[src/rtl/crc_eng_pkg.sv]
package crc_eng_pkg;

   // sequencing state of the engine
   typedef enum logic [0:0] {
      ENG_IDLE = 1'b0,
      ENG_RUN  = 1'b1
   } eng_state_e;

   // widest word / polynomial the control fields can describe
   localparam int ENG_MAX_W = 32;

endpackage

[src/rtl/crc_word_fifo.sv]
module crc_word_fifo #(
   parameter int W     = 32,
   parameter int DEPTH = 8,
   localparam int AW   = $clog2(DEPTH),
   localparam int LW   = $clog2(DEPTH + 1)
) (
   input  logic          clk,
   input  logic          rst_n,
   input  logic          clr,
   input  logic          push,
   input  logic [W-1:0]  din,
   input  logic          pop,
   output logic [W-1:0]  dout,
   output logic [LW-1:0] level,
   output logic          full,
   output logic          empty
);

   if ((DEPTH < 2) || ((1 << AW) != DEPTH)) begin : g_bad_depth
      $error("crc_word_fifo: DEPTH must be a power of two of at least 2");
   end

   logic [W-1:0]  mem [DEPTH];
   logic [AW-1:0] rd_ptr;
   logic [AW-1:0] wr_ptr;
   logic [LW-1:0] cnt;
   logic          push_ok;
   logic          pop_ok;

   assign full    = (cnt == LW'(DEPTH));
   assign empty   = (cnt == '0);
   assign push_ok = push & ~full;
   assign pop_ok  = pop & ~empty;
   assign dout    = mem[rd_ptr];
   assign level   = cnt;

   always_ff @(posedge clk) begin
      if (push_ok) begin
         mem[wr_ptr] <= din;
      end
   end

   always_ff @(posedge clk or negedge rst_n) begin
      if (!rst_n) begin
         rd_ptr <= '0;
         wr_ptr <= '0;
         cnt    <= '0;
      end else if (clr) begin
         rd_ptr <= '0;
         wr_ptr <= '0;
         cnt    <= '0;
      end else begin
         if (push_ok) wr_ptr <= wr_ptr + AW'(1);
         if (pop_ok)  rd_ptr <= rd_ptr + AW'(1);
         case ({push_ok, pop_ok})
            2'b10:   cnt <= cnt + LW'(1);
            2'b01:   cnt <= cnt - LW'(1);
            default: cnt <= cnt;
         endcase
      end
   end

endmodule

[src/rtl/crc_lfsr_step.sv]
module crc_lfsr_step #(
   parameter int W   = 32,
   localparam int FW = $clog2(W)
) (
   input  logic [W-1:0]  crc_in,
   input  logic          bit_in,
   input  logic [W-1:0]  taps,
   input  logic [FW-1:0] top,
   output logic [W-1:0]  crc_out
);

   logic fb;

   assign fb = crc_in[top] ^ bit_in;

   for (genvar i = 0; i < W; i++) begin : g_cell
      logic keep;
      assign keep = (FW'(i) <= top);
      if (i == 0) begin : g_lsb
         assign crc_out[i] = keep & (fb & taps[i]);
      end else begin : g_upper
         assign crc_out[i] = keep & (crc_in[i-1] ^ (fb & taps[i]));
      end
   end

endmodule

[src/rtl/crc_bit_pick.sv]
module crc_bit_pick #(
   parameter int W   = 32,
   localparam int FW = $clog2(W)
) (
   input  logic [W-1:0]  word,
   input  logic [FW-1:0] idx,
   input  logic [FW-1:0] last_idx,
   input  logic          lsb_first,
   output logic          bit_out
);

   logic [FW-1:0] sel;

   assign sel     = lsb_first ? idx : (last_idx - idx);
   assign bit_out = word[sel];

endmodule

[src/rtl/crc_seq_ctrl.sv]
module crc_seq_ctrl
   import crc_eng_pkg::*;
#(
   parameter int W   = 32,
   localparam int FW = $clog2(W)
) (
   input  logic          clk,
   input  logic          rst_n,
   input  logic          en,
   input  logic          go,
   input  logic          lsb_first,
   input  logic          irq_on_empty,
   input  logic          frozen,
   input  logic [FW-1:0] dw,
   input  logic [FW-1:0] plen,
   input  logic [W-1:0]  taps,
   input  logic [W-1:0]  seed,
   input  logic [W-1:0]  fifo_dout,
   input  logic          fifo_empty,
   input  logic          fifo_one,
   input  logic          push_ok,
   output logic          pop,
   output logic          busy,
   output logic [W-1:0]  result,
   output logic          irq
);

   eng_state_e    st;
   logic          have;
   logic          go_q;
   logic [FW-1:0] idx;
   logic [W-1:0]  word;
   logic [W-1:0]  crc;
   logic [W-1:0]  crc_nx;
   logic [W-1:0]  mask;
   logic          cur_bit;
   logic          start;
   logic          last;
   logic          shift_en;

   for (genvar i = 0; i < W; i++) begin : g_mask
      assign mask[i] = (FW'(i) <= plen);
   end

   crc_bit_pick #(.W(W)) u_pick (
      .word      (word),
      .idx       (idx),
      .last_idx  (dw),
      .lsb_first (lsb_first),
      .bit_out   (cur_bit)
   );

   crc_lfsr_step #(.W(W)) u_step (
      .crc_in  (crc),
      .bit_in  (cur_bit),
      .taps    (taps),
      .top     (plen),
      .crc_out (crc_nx)
   );

   assign start    = en & go & ~go_q;
   assign shift_en = en & go & ~start & (st == ENG_RUN) & ~frozen;
   assign last     = (idx == dw);
   assign pop      = shift_en & (~have | last) & ~fifo_empty;
   assign busy     = have;
   assign result   = crc;

   always_ff @(posedge clk or negedge rst_n) begin
      if (!rst_n) begin
         st   <= ENG_IDLE;
         have <= 1'b0;
         go_q <= 1'b0;
         idx  <= '0;
         word <= '0;
         crc  <= '0;
         irq  <= 1'b0;
      end else if (!en) begin
         st   <= ENG_IDLE;
         have <= 1'b0;
         go_q <= 1'b0;
         idx  <= '0;
         word <= '0;
         crc  <= '0;
         irq  <= 1'b0;
      end else begin
         go_q <= go;
         irq  <= 1'b0;
         if (start) begin
            st   <= ENG_RUN;
            crc  <= seed & mask;
            have <= 1'b0;
            idx  <= '0;
         end else if (!go) begin
            st   <= ENG_IDLE;
            have <= 1'b0;
            idx  <= '0;
         end else if (shift_en) begin
            if (have) begin
               crc <= crc_nx;
            end
            if (pop) begin
               have <= 1'b1;
               word <= fifo_dout;
               idx  <= '0;
            end else if (have && last) begin
               have <= 1'b0;
            end else if (have) begin
               idx <= idx + FW'(1);
            end
            if (irq_on_empty && pop && fifo_one && !push_ok) begin
               irq <= 1'b1;
            end
            if (!irq_on_empty && have && last && !pop) begin
               irq <= 1'b1;
            end
         end
      end
   end

endmodule

[src/rtl/crc_serial_engine.sv]
module crc_serial_engine
   import crc_eng_pkg::*;
#(
   parameter int DATA_W     = 32,
   parameter int FIFO_DEPTH = 8,
   localparam int FW        = $clog2(DATA_W),
   localparam int LW        = $clog2(FIFO_DEPTH + 1)
) (
   input  logic              clk,
   input  logic              rst_n,
   input  logic              cfg_en,
   input  logic              cfg_go,
   input  logic              cfg_lsb_first,
   input  logic              cfg_irq_on_empty,
   input  logic              cfg_freeze_idle,
   input  logic              idle_in,
   input  logic [FW-1:0]     cfg_dw_m1,
   input  logic [FW-1:0]     cfg_plen_m1,
   input  logic [DATA_W-1:0] cfg_taps,
   input  logic [DATA_W-1:0] cfg_seed,
   input  logic              wr_valid,
   input  logic [DATA_W-1:0] wr_data,
   output logic              fifo_full,
   output logic              fifo_empty,
   output logic [LW-1:0]     fifo_level,
   output logic              busy,
   output logic [DATA_W-1:0] result,
   output logic              irq
);

   if ((DATA_W < 2) || (DATA_W > ENG_MAX_W) || ((1 << FW) != DATA_W)) begin : g_bad_width
      $error("crc_serial_engine: DATA_W must be a power of two between 2 and 32");
   end

   logic              push_ok;
   logic              pop;
   logic              frozen;
   logic              fifo_one;
   logic [DATA_W-1:0] head;

   assign push_ok  = wr_valid & cfg_en & ~fifo_full;
   assign frozen   = cfg_freeze_idle & idle_in;
   assign fifo_one = (fifo_level == LW'(1));

   crc_word_fifo #(.W(DATA_W), .DEPTH(FIFO_DEPTH)) u_fifo (
      .clk   (clk),
      .rst_n (rst_n),
      .clr   (~cfg_en),
      .push  (push_ok),
      .din   (wr_data),
      .pop   (pop),
      .dout  (head),
      .level (fifo_level),
      .full  (fifo_full),
      .empty (fifo_empty)
   );

   crc_seq_ctrl #(.W(DATA_W)) u_ctrl (
      .clk          (clk),
      .rst_n        (rst_n),
      .en           (cfg_en),
      .go           (cfg_go),
      .lsb_first    (cfg_lsb_first),
      .irq_on_empty (cfg_irq_on_empty),
      .frozen       (frozen),
      .dw           (cfg_dw_m1),
      .plen         (cfg_plen_m1),
      .taps         (cfg_taps),
      .seed         (cfg_seed),
      .fifo_dout    (head),
      .fifo_empty   (fifo_empty),
      .fifo_one     (fifo_one),
      .push_ok      (push_ok),
      .pop          (pop),
      .busy         (busy),
      .result       (result),
      .irq          (irq)
   );

endmodule

[config.mk]
export PLATFORM = sky130hd
export DESIGN_NAME = crc_serial_engine
export DESIGN_NICKNAME = d
export VERILOG_FILES = /design/src/rtl/crc_eng_pkg.sv /design/src/rtl/crc_word_fifo.sv /design/src/rtl/crc_lfsr_step.sv /design/src/rtl/crc_bit_pick.sv /design/src/rtl/crc_seq_ctrl.sv /design/src/rtl/crc_serial_engine.sv
export SDC_FILE = /design/constraint.sdc
export NUM_CORES = 1
export LEC_CHECK = 0
export BUFFER_PORTS_ARGS = -buffer_cell sky130_fd_sc_hd__buf_2
export CAP_MARGIN = 20
export CORE_MARGIN = 3
export CORE_UTILIZATION = 25
export DETAILED_ROUTE_END_ITERATION = 16
export SYNTH_ARGS = -nofsm -noshare
export SYNTH_HDL_FRONTEND = slang
export SYNTH_SLANG_ARGS = --single-unit
[constraint.sdc]
create_clock -name clk -period 11.91 [get_ports clk]
set_clock_uncertainty 0.05 [all_clocks]
set_input_delay 1.7865 -clock clk [delete_from_list [all_inputs] [get_ports clk]]
set_output_delay 1.7865 -clock clk [all_outputs]
set_load 0.05 [all_outputs]
==> results of run 1 <==
## cells in the mapped netlist, types with 3 or more instances
master | number | area, µm²
nand3b_1 | 4 | 30.0
inv_1 | 17 | 63.8
a221o_1 | 5 | 50.1
nand2b_1 | 5 | 31.3
and4_1 | 7 | 61.3
o211ai_1 | 6 | 45.0
nand3_1 | 71 | 355
o31ai_1 | 4 | 30.0
buf_1 | 9 | 33.8
a32oi_1 | 6 | 52.6
mux2i_1 | 36 | 360
or2_2 | 8 | 50.1
or3_1 | 6 | 37.5
ha_1 | 10 | 125
nand4_1 | 6 | 37.5
a22oi_1 | 9 | 67.6
a31oi_1 | 7 | 43.8
buf_4 | 3 | 22.5
a22o_1 | 4 | 35.0
buf_2 | 5 | 25.0
nor2_1 | 34 | 128
clkbuf_1 | 46 | 173
a21o_1 | 5 | 37.5
a21oi_1 | 34 | 170
nor3_1 | 6 | 30.0
dfrtp_1 | 83 | 2080
and3_1 | 4 | 25.0
and2_1 | 15 | 93.8
o21ai_1 | 13 | 65.1
xnor2_1 | 17 | 149
nand2_1 | 90 | 338
o2bb2a_1 | 4 | 40.0
xor2_1 | 24 | 210
o21ai_0 | 28 | 140
mux4_2 | 74 | 1670
edfxtp_1 | 256 | 7690
o211a_1 | 33 | 330
o31ai_2 | 5 | 62.6
## area by class of cell
type                       count  area (µm²)
fill                        5883       41600
tap                          773         967
clock inverter                20         186
inverter                      19        71.3
timing repair buffer         171         901
antenna                        6        15.0
clock buffer                  44         951
multi-input combinational    603        5150
sequential                   339        9770
## metrics by stage
| stage | util [%] | power [mW] | std cells | instance area, µm² |
|---|---|---|---|---|
| 6_report | 30.2 | 2.59 | 1975 | 18000 |
| 5_1_grt | 30.2 | 2.69 | 1969 | 18000 |
| 4_1_cts | 30.2 | 2.61 | 1969 | 18000 |
| 3_5_place_dp | 28.3 | 1.52 | 1905 | 16900 |
| 3_3_place_gp | 28.3 | 1.51 | 1905 | 16900 |
| 2_1_floorplan | - | 1.44 | 1026 | 15200 |
## state kept, by name, indices dropped and copies added (netlist names)
register and count:
u_fifo.level 4, u_ctrl.word 32, u_ctrl.result 32, u_ctrl.idx 5
u_ctrl.go_q 1, u_fifo.mem 256, u_ctrl.busy 1, u_ctrl.st 1
u_fifo.wr_ptr 3, u_ctrl.irq 1, u_fifo.rd_ptr 3
## cells by family after synthesis
kind of cell,after synthesis
xor gates and xnor gates,41
muxes,110
AOI/OAI and AO/OA,176
buffers and inverters,84
adders and majority gates,11
DFF,339
and+or+nand+nor,265
## cell usage in the layout (no fill, tap or decap), types with 33 or more instances in the layout
master	count
a21oi_1	34
buf_2	153
clkbuf_16	36
dfrtp_1	80
edfxtp_1	256
mux2i_1	36
mux4_2	74
nand2_1	90
nand3_1	71
o211a_1	33
## per-layer routing
metal	wire length, µm	part of all wire [%]	vias up	global-route usage [%]
met5	58	0.14	-	0
met4	1000	2.5	8	3.44
met3	3200	8.0	72	3.05
met2	18300	46	372	19.5
met1	17500	44	4847	16.6
li1	-	-	4290	-
## worst paths after layout
path / start / end / slack [ns] / depth (start not counted)
min reg2reg: u_ctrl.go_q$_DFF_PN0_ / u_ctrl.st$_DFFE_PN0P_ / 0.48 / 1
min: u_ctrl.go_q$_DFF_PN0_ / u_ctrl.st$_DFFE_PN0P_ / 0.48 / 1
max reg2reg: u_ctrl.idx[0]$_DFFE_PN0P_ / u_ctrl.result[2]$_DFFE_PN0P_ / 7.60 / 12
max: cfg_dw_m1[0] / u_ctrl.result[2]$_DFFE_PN0P_ / 6.72 / 14
max in group asynchronous: rst_n / u_fifo.rd_ptr[0]$_DFFE_PN0P_ / 9.50 / 2
min in group asynchronous: rst_n / u_ctrl.result[4]$_DFFE_PN0P_ / 1.15 / 1
## power by group through the flow
stage	sequential (mW)	combinational, mW	clock, mW
floorplan	1.35	0.0925	0
CTS	1.31	0.188	1.12
finish	1.31	0.187	1.10
global placement	1.33	0.183	0
global route	1.31	0.204	1.17
detailed placement	1.33	0.187	0
## worst max-delay path: stages
cell     delay (ns)
buf_2          0.10
inv_1          0.08
ha_1           0.17
inv_1          0.05
fa_1           0.46
xor2_1         0.19
o32ai_1        0.50
nand3_1        0.11
and4_1         0.23
a22oi_1        0.33
nand3_2        0.71
and4_1         0.51
o31ai_1        0.21
nand2_1        0.09
==> run metrics, run 1 <==
Adder-Cell Fraction of Synth Area=0.954%; post-synthesis average cell area=14.8 µm²; Post-Synth XOR/XNOR Area=2.36%; clock power share=42.3%; Psw=0.615 mW; Internal=1.97 mW; starting density of the core=25.5%; vias in the first global route=9714; worst path arrival time=5.56 ns; die width=253 µm; CP Class=in -> reg; pre-CTS setup slack=6.21 ns; Comb power frac=7.2%; Port-buffer cells=154; pwr dens=144 nW/µm²; Final Setup Violations=0; Worst-Margin Slew=1.01 ns; die area=63800 µm²; Tot GR Track Use=12.2%; clock sinks=339; RSZ-0062 raised after global routing=false; clk_lat worst skew=0.54 ns; Final Hold Vio Count=0; num rows=89; CTS root buf=clkbuf_16; yosys warns=0; Die Span Y=253 µm; Remaining DRCs=0; Post-Synth Simple-Gate Area=8.43%; CTS tree=done; FF+latch count, synth=339; outcome=completed; DRT iter0 DRCs=967; Synth Net Count=1152; Hold Buf Count CTS=0; min-delay worst type=reg -> reg; largest net degree at the start of global routing=67; Final Cycle Share=43.6%; CTS buffer count=35; mux contribution to synthesized area=13.3%; drt total wl=40000 µm; Sequential Power Share=50.4%; Detailed Place HPWL=25100 µm; depth of the CTS H-tree=2; Leakage=6.66 nW; synthesized area=15200 µm²; post-route setup TNS=0 ns; core area=59600 µm²; Slew headroom=32.6%; post-synth cell types=57; Top FF cell, synth=edfxtp_1; Synth Area in Compound Gates=8.43%; WP data required=12.27 ns; switching share of power=23.8%; Post-CTS Resized=0; RePlAce Congestion=0.901; Peak VDD IR=76.0 µV; largest family of logic cells by synthesized area=multiplexers; io pins=155; critical path launch point type=primary input; max-cap viol count=0; fraction of registers with async set or reset after synthesis=24.5%; first-pass GRT wire length=60300 µm; Post-CTS Setup Inserts=0; Seq/Total Area, Yosys=64.2%; initial antenna violation count=9; Crit Path Max Fanout=35; crit path capture type=register; layout net count=1295; DR vias=9589; Min Hold Slack=0.476 ns; area growth from synthesis to layout=18.5%; Fmax=193 MHz; drt pass-1 iters=5; share of cells above drive strength 1=27.1%; Post-DRT Antenna Nets=0; EDFF count, synth=256; Avg WL per Cell=20.3 µm; final max-slew violation count=0; clock-pin slew on the worst setup and hold paths=0.07 ns; final worst-path setup slack=6.72 ns; Vias/cell=4.86; Max Buffers Root-to-Sink=3; Post-Synthesis Cells=1026; Tmin final=5.19 ns; total gr overflow=0
Note: power is estimated with default switching activity, not from simulation.
==> run 2: changes to the inputs <==
Clock period 11.91 ns to 4.2 ns, I/O delays scaled along.
==> run metrics, run 2 (same netlist as run 1, synthesis figures left out) <==
Post-CTS Setup Inserts=0 (unchanged); vias in the first global route=9830 (+1.2%); max-cap viol count=0 (unchanged); min-delay worst type=in -> async; Sequential Power Share=51.6% (+1.2 points); Vias/cell=4.88 (+0.46%); multi-input logic area=5170 µm² (+0.24%); Worst-Margin Slew=1.05 ns (+0.0426 ns); DR vias=9672 (+0.87%); Post-DP Area=17000 µm² (+0.76%); CP max-delay cell=o32ai_1; die width=253 µm (unchanged); Slew headroom=29.7% (-2.8 points); Max Buffers Root-to-Sink=3 (unchanged); layout net count=1307 (+0.93%); starting density of the core=25.5% (unchanged); Peak VDD IR=247 µV (+230%); clock-pin slew on the worst setup and hold paths=0.06 ns (about the same); Leakage=6.69 nW (+0.52%); FILL cells=5932 (+0.83%); CTS tree=done; Post-DRT Antenna Nets=0 (unchanged); depth of the CTS H-tree=2 (unchanged); final core occ=30.4% (+0.11 points); Biggest register=u_fifo.mem; RSZ-0062 raised after global routing=false; first-pass GRT wire length=60500 µm (+0.34%); drt pass-1 iters=5 (unchanged); Final Cycle Share=91.1%; io pins=155 (unchanged); critical path launch point type=register; CP Class=reg -> reg; pre-CTS setup slack=0.0713 ns (-6.14 ns); Psw=1.69 mW (+170%); pwr dens=397 nW/µm² (+180%); commonest non-fill, non-tap cell in the layout=edfxtp_1; Post-CTS Resized=0 (unchanged); Remaining DRCs=0 (unchanged); initial antenna violation count=9 (unchanged); switching share of power=23.5% (-0.28 points); Fmax=261 MHz; Detailed Place HPWL=26000 µm (+3.5%); Crit Path Max Fanout=15 (-57%); worst path arrival time=4.21 ns (-1.35 ns); clock power share=41.0% (-1.3 points); final max-slew violation count=0 (unchanged); Tmin final=3.83 ns; WP data required=4.58 ns (-7.69 ns); Final Hold Vio Count=0 (unchanged); final worst-path setup slack=0.373 ns (-6.34 ns); drt total wl=40200 µm (+0.55%); Port-buffer cells=154 (unchanged); DRT iter0 DRCs=692 (-28%); largest net degree at the start of global routing=56 (-16%); largest delay contributor family on the critical path=compound AO/OA/AOI/OAI gates; Worst path max stage delay=0.53 ns (-0.18 ns); Bufs and invs on worst path=2 (-1); Tot GR Track Use=12.3% (+0.094 points); Hold Buf Count CTS=0 (unchanged); die area=63800 µm² (unchanged); fin area=18100 µm² (+0.37%); Comb power frac=7.5% (+0.3 points); area growth from synthesis to layout=18.9%; share of cells above drive strength 1=27.5% (+0.42 points); Internal=5.50 mW (+180%); core area=59600 µm² (unchanged); Register Area=9770 µm² (unchanged); total chip power=7.19 mW (+180%); CP Cell Sequence=ha_1 > inv_1 > fa_1 > xor2_1 > o32ai_1 > nand3_1 > and4_1 > a22oi_1 > a21o_1 > buf_4 > nand3_1 > xor2_1 > o31ai_2; CTS root buf=clkbuf_16; num rows=89 (unchanged); CTS buffer count=35 (unchanged); clock sinks=339 (unchanged); commonest cells after routing, fill and taps aside=edfxtp_1 (256), buf_2 (153), nand2_1 (90); post-route setup TNS=0 ns (unchanged); max FFs per register=256 (unchanged); RePlAce Congestion=0.903 (+0.26%); Final Setup Violations=0 (unchanged); clk_lat worst skew=0.53 ns (about the same); Avg WL per Cell=20.3 µm (+0.15%); crit path capture type=register; outcome=completed; total gr overflow=0 (unchanged); Die Span Y=253 µm (unchanged)
==> run 2: per-stage QoR <==
step,cells,hold WS [ns]
finish,1983,0.140
detailed placement,1917,0.456
floorplan,1026,0.284
CTS,1980,0.171
global placement,1917,0.446
global route,1980,0.176
==> run 2: worst reg2reg max path, stage by stage, from the launching register on <==
cell	delay (ns)
dfrtp_1	0.48
ha_1	0.22
inv_1	0.05
fa_1	0.45
xor2_1	0.20
o32ai_1	0.53
nand3_1	0.13
and4_1	0.25
a22oi_1	0.31
a21o_1	0.30
buf_4	0.27
nand3_1	0.13
xor2_1	0.18
o31ai_2	0.19
==> run 2: power by group through the flow <==
stage	clock network (mW)	logic (mW)	registers, mW
after floorplan	0	0.263	3.82
after global placement	0	0.527	3.77
after detailed placement	0	0.537	3.77
after CTS	3.03	0.539	3.70
after global routing	3.16	0.584	3.71
final	2.94	0.538	3.70
==> run 2: metal layers <==
metal	global-route usage (%)	up-vias	wire, µm
met5	0	-	59
met4	3.31	10	1030
met3	3.32	76	3050
met2	19.5	367	18200
met1	16.7	4901	17900
li1	-	4318	-
==> run 2: final timing paths <==
kind | startpoint | end | slack (ns) | depth (start not counted)
setup / recovery | u_ctrl.idx[0]$_DFFE_PN0P_ | u_ctrl.result[24]$_DFFE_PN0P_ | 0.37 | 13
hold / removal | rst_n | u_ctrl.result[17]$_DFFE_PN0P_ | 0.14 | 1
setup reg to reg | u_ctrl.idx[0]$_DFFE_PN0P_ | u_ctrl.result[24]$_DFFE_PN0P_ | 0.37 | 13
hold reg to reg | u_ctrl.go_q$_DFF_PN0_ | u_ctrl.st$_DFFE_PN0P_ | 0.46 | 1
max in group asynchronous | rst_n | u_ctrl.word[10]$_DFFE_PN0P_ | 3.07 | 2
min in group clk | wr_data[9] | u_fifo.mem[1][9]$_DFFE_PP_ | 0.31 | 1
==> run 2: cell type report <==
| type | count | share of cell area, % |
|---|---|---|
| Sequential cell | 339 | 54.0 |
| Multi-Input combinational cell | 603 | 28.6 |
| Timing Repair Buffer | 183 | 5.62 |
| Tap cell | 773 | 5.35 |
| Clock buffer | 44 | 5.14 |
| Clock inverter | 19 | 0.858 |
| Inverter | 19 | 0.394 |
| Antenna cell | 3 | 0.0415 |
